[config.mk]
export PLATFORM = sky130hd
export DESIGN_NAME = icount_fetch_sel
export DESIGN_NICKNAME = d
export VERILOG_FILES = /design/src/rtl/icount_pkg.sv /design/src/rtl/icount_counter.sv /design/src/rtl/icount_pick.sv /design/src/rtl/icount_fetch_sel.sv
export SDC_FILE = /design/constraint.sdc
export NUM_CORES = 1
export LEC_CHECK = 0
export ABC_AREA = 1
export CAP_MARGIN = 15
export CORE_MARGIN = 2
export CORE_UTILIZATION = 45
export CTS_CLUSTER_DIAMETER = 40
export DETAILED_ROUTE_END_ITERATION = 8
export PLACE_DENSITY = 0.69
export SYNTH_ARGS = -nofsm -noshare
export SYNTH_HDL_FRONTEND = slang
export SYNTH_SLANG_ARGS = --single-unit
[constraint.sdc]
create_clock -name clk -period 12.4 [get_ports clk]
set_clock_uncertainty 0.1 [all_clocks]
set_input_delay 3.72 -clock clk [delete_from_list [all_inputs] [get_ports clk]]
set_output_delay 3.72 -clock clk [all_outputs]
set_load 0.03 [all_outputs]
[src/rtl/icount_pkg.sv]
package icount_pkg;
  // class of a thread in the current selection
  typedef enum logic [1:0] {
    CLS_OFF    = 2'd0,
    CLS_ACTIVE = 2'd1,
    CLS_SPIN   = 2'd2
  } thr_class_e;
endpackage

[src/rtl/icount_counter.sv]
module icount_counter #(
  parameter int CNT_W = 6,
  parameter int DW    = 3
) (
  input  logic             clk,
  input  logic             rst,
  input  logic             clr,
  input  logic [DW-1:0]    inc,
  input  logic [DW-1:0]    dec,
  output logic [CNT_W-1:0] cnt
);
  localparam int EW = CNT_W + 2;
  localparam logic [EW-1:0] TOP = {2'b00, {CNT_W{1'b1}}};

  logic [EW-1:0] raised;
  logic [EW-1:0] lowered;
  logic [EW-1:0] drop;
  logic [CNT_W-1:0] cnt_d;

  always_comb begin
    raised  = {2'b00, cnt} + EW'(inc);
    drop    = EW'(dec);
    lowered = raised - drop;
    if (clr)
      cnt_d = '0;
    else if (raised < drop)
      cnt_d = '0;
    else if (lowered > TOP)
      cnt_d = {CNT_W{1'b1}};
    else
      cnt_d = lowered[CNT_W-1:0];
  end

  always_ff @(posedge clk) begin
    if (rst) cnt <= '0;
    else     cnt <= cnt_d;
  end
endmodule

[src/rtl/icount_pick.sv]
module icount_pick #(
  parameter int N     = 4,
  parameter int CNT_W = 6,
  parameter int TW    = 2
) (
  input  logic [N-1:0]            cand,
  input  logic [N-1:0][CNT_W-1:0] cnts,
  input  logic [TW-1:0]           last,
  output logic                    found,
  output logic [TW-1:0]           pick
);
  logic [CNT_W-1:0] best;

  always_comb begin
    found = 1'b0;
    best  = '0;
    pick  = '0;
    for (int k = 1; k <= N; k++) begin
      int idx;
      idx = int'(last) + k;
      if (idx >= N) idx = idx - N;
      if (cand[idx] && (!found || cnts[idx] < best)) begin
        found = 1'b1;
        best  = cnts[idx];
        pick  = TW'(idx);
      end
    end
  end
endmodule

[src/rtl/icount_fetch_sel.sv]
module icount_fetch_sel #(
  parameter int NUM_THREADS = 4,
  parameter int CNT_W       = 6,
  parameter int DW          = 3
) (
  input  logic                        clk,
  input  logic                        rst,
  input  logic [NUM_THREADS-1:0]      fetch_en,
  input  logic [NUM_THREADS-1:0]      spin_wait,
  input  logic [NUM_THREADS-1:0]      flush,
  input  logic [NUM_THREADS*DW-1:0]   enter_cnt,
  input  logic [NUM_THREADS*DW-1:0]   leave_cnt,
  output logic                        sel_valid,
  output logic [$clog2(NUM_THREADS)-1:0] sel_tid
);
  import icount_pkg::*;

  localparam int N  = NUM_THREADS;
  localparam int TW = $clog2(NUM_THREADS);

  logic [N-1:0][CNT_W-1:0] cnts;
  logic [N*CNT_W-1:0]      cnt_flat;
  thr_class_e              cls [N];
  logic [N-1:0]            active_m;
  logic [N-1:0]            spin_m;
  logic [N-1:0]            cand;
  logic                    found;
  logic [TW-1:0]           pick;
  logic [TW-1:0]           last_q;

  for (genvar i = 0; i < N; i++) begin : g_thr
    icount_counter #(.CNT_W(CNT_W), .DW(DW)) u_cnt (
      .clk (clk),
      .rst (rst),
      .clr (flush[i]),
      .inc (enter_cnt[i*DW +: DW]),
      .dec (leave_cnt[i*DW +: DW]),
      .cnt (cnts[i])
    );
    assign cnt_flat[i*CNT_W +: CNT_W] = cnts[i];

    always_comb begin
      if (!fetch_en[i])    cls[i] = CLS_OFF;
      else if (spin_wait[i]) cls[i] = CLS_SPIN;
      else                 cls[i] = CLS_ACTIVE;
    end
    assign active_m[i] = (cls[i] == CLS_ACTIVE);
    assign spin_m[i]   = (cls[i] == CLS_SPIN);
  end

  // spinning threads compete only when no active thread exists
  assign cand = (|active_m) ? active_m : spin_m;

  icount_pick #(.N(N), .CNT_W(CNT_W), .TW(TW)) u_pick (
    .cand  (cand),
    .cnts  (cnts),
    .last  (last_q),
    .found (found),
    .pick  (pick)
  );

  always_ff @(posedge clk) begin
    if (rst) begin
      sel_valid <= 1'b0;
      sel_tid   <= '0;
      last_q    <= TW'(N - 1);
    end else begin
      sel_valid <= found;
      sel_tid   <= found ? pick : '0;
      if (found) last_q <= pick;
    end
  end
endmodule

* After elaboration in Yosys (flattened, before gate mapping) *
Cells that the tools add are included.

word-level totals
  flip-flop bits (word level) = 29
  bits in latches = 0
  memory bits (writable) = 0
  ROM bits = 0
  input bits = 38
  output and inout port bits = 3
  memories = 0

cells by class
  $add $sub $neg = 16
  $mul = 0
  div/mod/pow operators = 0
  order comparisons = 19
  equal/unequal tests = 8
  shift-type cells = 0
  multiplexer cells = 52
  bitwise operators = 1
  reductions and logical operators = 15

operator list
  operator                                                                         count
  32-bit by 4-bit >= comparator with 1-bit output, second input constant           4
  32-bit by 4-bit < comparator with 1-bit output, second input constant            4
  32-bit 2-to-1 mux                                                                4
  32-bit by 4-bit subtractor with 32-bit output, second input constant             4
  6-bit 2-to-1 mux                                                                 15
  6-bit binary-select mux with 2-bit select                                        4
  8-bit by 6-bit greater-than comparator with 1-bit output, second input constant  4
  8-bit by 3-bit < comparator with 1-bit output                                    4
  8-bit by 3-bit subtractor with 8-bit output                                      4
  6-bit by 3-bit adder with 7-bit output                                           4
  2-bit 2-to-1 mux                                                                 12
  6-bit < comparator                                                               3
  1-bit 2-to-1 mux                                                                 12
  3-bit OR reduction                                                               4
  1-bit binary-select mux with 2-bit select                                        4
  2-bit by 1-bit == test with 1-bit output, second input constant                  4
  2-bit == test, second input constant                                             4
  2-bit by 2-bit adder with 3-bit output, second input constant                    2
  2-bit by 3-bit adder with 4-bit output, second input constant                    1
  4-bit 2-to-1 mux                                                                 1
  4-bit OR reduction                                                               1
  2-bit by 1-bit adder with 3-bit output, second input constant                    1
  1-bit logical AND                                                                3
  1-bit zero test                                                                  3
  other kinds (3)                                                                  5

* Longest topological paths before layout *
  depth after elaboration = 23
  gate-level depth with buffers = 38
  depth with buffers taken out = 36

* By module *
From an unflattened synthesis, not the netlist that was laid out.

second synthesis, totals
  cell total of the unflattened synthesis = 652
  area total of the unflattened synthesis = 3963.8 sq um

by module, submodules not included
  module                                times used  cells each  area each (sq um)
  icount_pick                           1           249         1318.8
  icount_counter at g_thr[1].u_cnt ...  2           92          600.6
  icount_counter at g_thr[0].u_cnt      1           92          613.1
  icount_counter at g_thr[3].u_cnt      1           92          605.6
  icount_fetch_sel                      1           35          225.2

* Least setup slack after synthesis *
No wires, ideal clock.

  kind = input port to flip-flop
  from = input spin_wait[1]
  to = register last_q[1]
  setup time = 126 ps
  data arrival time = 7776 ps
  path slack = 4398 ps
  stages on the path = 37
  path through = inv_1 -> nand2_1 -> nand2_1 -> inv_2 -> nand2_1 -> nand3_1 -> nand3_2 -> nand2_4 -> o211ai_1 -> ha_1 -> a21oi_1 -> nor2_1 -> a211oi_1 -> nand2_1 -> nand2_2 -> nand2_2 -> clkbuf_1 -> o21ai_0 -> ha_1 -> a21oi_1 -> nor2_1 -> a211oi_1 -> nand2_1 -> nand2_2 -> nand2_2 -> clkbuf_1 -> nand2_1 -> o21ai_0 -> ha_1 -> a21oi_1 -> nor2_1 -> a211oi_1 -> nand2_1 -> nand2_2 -> nand2_1 -> nand2_1 -> nand4_1

on the way
  cells in the longest elaborated chain, start to end = 21
  elaborated cells between the ends (all ways) = 41

RTL lines
  item                                                   RTL line                text
  start: declaration                                     icount_fetch_sel.sv:9   input logic [NUM_THREADS-1:0] spin_wait,
  2-bit 2-to-1 mux (*)                                   icount_fetch_sel.sv:44  else if (spin_wait[i]) cls[i] = CLS_SPIN;
  2-bit 2-to-1 mux (*)                                   icount_fetch_sel.sv:43  if (!fetch_en[i]) cls[i] = CLS_OFF;
  2-bit by 1-bit == test with 1-bit output               icount_fetch_sel.sv:47  assign active_m[i] = (cls[i] == CLS_ACTIVE);
  4-bit OR reduction                                     icount_fetch_sel.sv:52  assign cand = (|active_m) ? active_m : spin_m;
  4-bit 2-to-1 mux (*)                                   icount_fetch_sel.sv:52
  1-bit binary-select mux with 2-bit select              icount_pick.sv:22       if (cand[idx] && (!found || cnts[idx] < best)) begin
  1-bit 2-to-1 mux (implied by the code) (2 in a row)    icount_pick.sv:22
  6-bit 2-to-1 mux or 1-bit 2-to-1 mux (tied branches)   icount_pick.sv:22
  [4 not listed]                                         -
  6-bit < comparator or 1-bit zero test (tied branches)  icount_pick.sv:22
  1-bit logical OR                                       icount_pick.sv:22
  1-bit logical AND                                      icount_pick.sv:22
  6-bit 2-to-1 mux or 1-bit 2-to-1 mux (tied branches)   icount_pick.sv:22
  6-bit < comparator or 1-bit zero test (tied branches)  icount_pick.sv:22
  1-bit logical OR                                       icount_pick.sv:22
  1-bit logical AND                                      icount_pick.sv:22
  2-bit 2-to-1 mux or 1-bit 2-to-1 mux (tied branches)   icount_pick.sv:22
  end signal: assignment                                 icount_fetch_sel.sv:66  last_q <= TW'(N - 1);
  end signal: assignment                                 icount_fetch_sel.sv:70  if (found) last_q <= pick;
  end: declaration                                       icount_fetch_sel.sv:29  logic [TW-1:0] last_q;

Mark *: on every way between the ends. The rest lies on a longest branch, timed or not. The select of a mux whose other input is x is not followed.
A chain may end at the register's enable or synchronous reset.

* Final worst setup path *
  from = input spin_wait[3]
  to = register last_q[1]

The elaborated chain is that of the path after synthesis.

==> reports/qor.csv <==
metric,value,unit
status,completed,
Final min period,8.58,ns
CTS Sinks,29,
"CTS clk-pin slew, worst paths",0.06,ns
Final Cycle Share,69.2,%
core area,7690,um^2
Antenna diodes,0,
WL/cell,11.3,um
"EDFF count, synth",0,
Ports,41,
Register Area,581,um^2
CP startpoint kind,input port,
"most used cell, CP",nand2_1,
global routing's busiest layer,met2,
met1 Use GR,28.2,%
Worst EP arrival,8.64,ns
Synth cell types,36,
die area,8660,um^2
slew margin rel.,56.5,%
DRT iter0 DRCs,184,
DRC violations left,0,
footprint of the multi-input gates,2490,um^2
"Hold-fix buffers, CTS",0,
fmax,0.117,GHz
"Slew Viols, Final",0,
cell area after synthesis,3570,um^2
worst min-delay path class,flip-flop to flip-flop,
initial core utilization,46.4,%
Crit Path Class,input port to flip-flop,
register area share after synthesis,16.3,%
H-tree lvl count,2,
Critical Path Sink Type,flip-flop,
Max Cap Viol,0,
CTS tree,yes,
CP max stage cell,clkdlybuf4s50_1,
largest net degree at the start of global routing,48,
"Net Count, Synth",662,
Slew @ Worst Pin,0.652,ns
vias in the first global route,3346,
"FF+latch count, synth",29,
DIE HEIGHT,93.1,um
met3 Usage GRT,2.01,%
Final setup violation count,0,
Total GRT Usage,20.4,%
worst setup slack after layout,3.82,ns
via-per-instance ratio,4.89,
FP Rows,32,
syn_area_per_cell,6.19,um^2
antenna violations before repair,0,
Fin Setup TNS,0,ns
"Clk Latency, worst-skew pair",0.28,ns
GP Congestion,0.865,
CTS Buf Count,5,
most frequent cells in the layout,"nand2_1, inv_1, o21ai_0",
Longest Clk Path Bufs,2,
Die X,93.1,um
share of cells above drive strength 1,4.08,%
Root Driver,clkbuf_8,
Overflow after GRT,0,
"commonest non-fill, non-tap cell in the layout",nand2_1,
Worst Path Max Fanout,15,
# Post-CTS Setup Buffers,0,
ys async rst share,0,%
DRT antenna net count,0,
unrepaired setup endpoints after global routing,false,
Filler cells,800,
total wire length,8100,um
Port Buffers,40,
Post-synth top flop,dfxtp_1,
final design utilization,53.7,%
critical path's largest stage delay,0.45,ns
met2 Usage GRT,34.4,%
WP data required,12.46,ns
YS warnings,0,
Post-DP HPWL,6830,um
layout net count,697,
DRT Pass-1 Iters,4,
via count,3498,
global-route wire length before repair,14600,um
CTS-repair resized insts,0,
post-place setup slack,3.61,ns
final number of hold-violating endpoints,0,
cells after synthesis,577,
P&R area growth vs syn,15.6,%
==> final timing paths <==
check,from,endpoint,slack [ns],cells past startpoint
setup / recovery,spin_wait[3],last_q[1]$_SDFFE_PP1N_,3.82,35
setup reg to reg,last_q[1]$_SDFFE_PP1N_,last_q[1]$_SDFFE_PP1N_,6.82,30
hold reg to reg,g_thr[3].u_cnt.cnt[3]$_SDFF_PP0_,g_thr[3].u_cnt.cnt[3]$_SDFF_PP0_,0.64,5
hold / removal,g_thr[3].u_cnt.cnt[3]$_SDFF_PP0_,g_thr[3].u_cnt.cnt[3]$_SDFF_PP0_,0.64,5
==> per-layer routing <==
| metal | part of all wire (%) | vias up |
|---|---|---|
| met5 | 0 | - |
| met4 | 0.90 | 0 |
| met3 | 4.1 | 6 |
| met2 | 46 | 69 |
| met1 | 49 | 1518 |
| li1 | - | 1905 |
==> final cells by class <==
type	count	share of cell area (%)
Multi-Input combinational cell	419	60.4
Sequential cell	29	14.1
Inverter	116	10.6
Timing Repair Buffer	41	9.89
Tap cell	102	3.09
Clock buffer	6	1.76
Clock inverter	2	0.243
==> cells in the mapped netlist, types with 2 or more instances <==
master | count | area (um^2)
nand2_1 | 138 | 518
inv_1 | 113 | 424
o21ai_0 | 78 | 390
ha_1 | 39 | 488
nor2_1 | 35 | 131
nand3_1 | 33 | 165
dfxtp_1 | 29 | 581
xor2_1 | 18 | 158
a21oi_1 | 15 | 75.1
clkbuf_1 | 8 | 30.0
fa_1 | 8 | 160
a211oi_1 | 6 | 45.0
nand2_2 | 6 | 37.5
o211ai_1 | 5 | 37.5
a31oi_1 | 4 | 25.0
nand3_2 | 4 | 40.0
nor3_1 | 4 | 20.0
xnor2_1 | 4 | 35.0
a21boi_1 | 3 | 22.5
and2_0 | 3 | 18.8
inv_2 | 3 | 11.3
nand4_1 | 3 | 18.8
o31ai_1 | 3 | 22.5
buf_2 | 2 | 10.0
o21ai_1 | 2 | 10.0
==> stage by stage <==
stage | hold WS [ns] | cell area [um^2] | instances
2_1_floorplan | 0.551 | 3570 | 577
5_1_grt | 0.689 | 4130 | 715
3_5_place_dp | 0.622 | 4040 | 707
3_3_place_gp | 0.625 | 4040 | 707
6_report | 0.643 | 4130 | 715
4_1_cts | 0.640 | 4130 | 715
==> cells by family after synthesis <==
logic type | synth area share (%)
compound gates | 18.5
xor+xnor | 5.85
fa+ha+maj | 18.2
buf+inv | 14.0
flops | 16.3
simple gates | 27.3
==> state kept, by name, indices dropped and copies added (netlist names) <==
register,cells
last_q,2
sel_tid,2
sel_valid,1
g_thr.u_cnt.cnt,24
==> critical path: cells and delay by family <==
family          cells  cell delay [ns]
compound gates      9             1.58
buf+inv             3             0.54
simple gates       20             1.87
fa+ha+maj           3             0.91
Power is not shown: default switching activity piles up to over one toggle a cycle in this logic, so the estimate is an artifact.
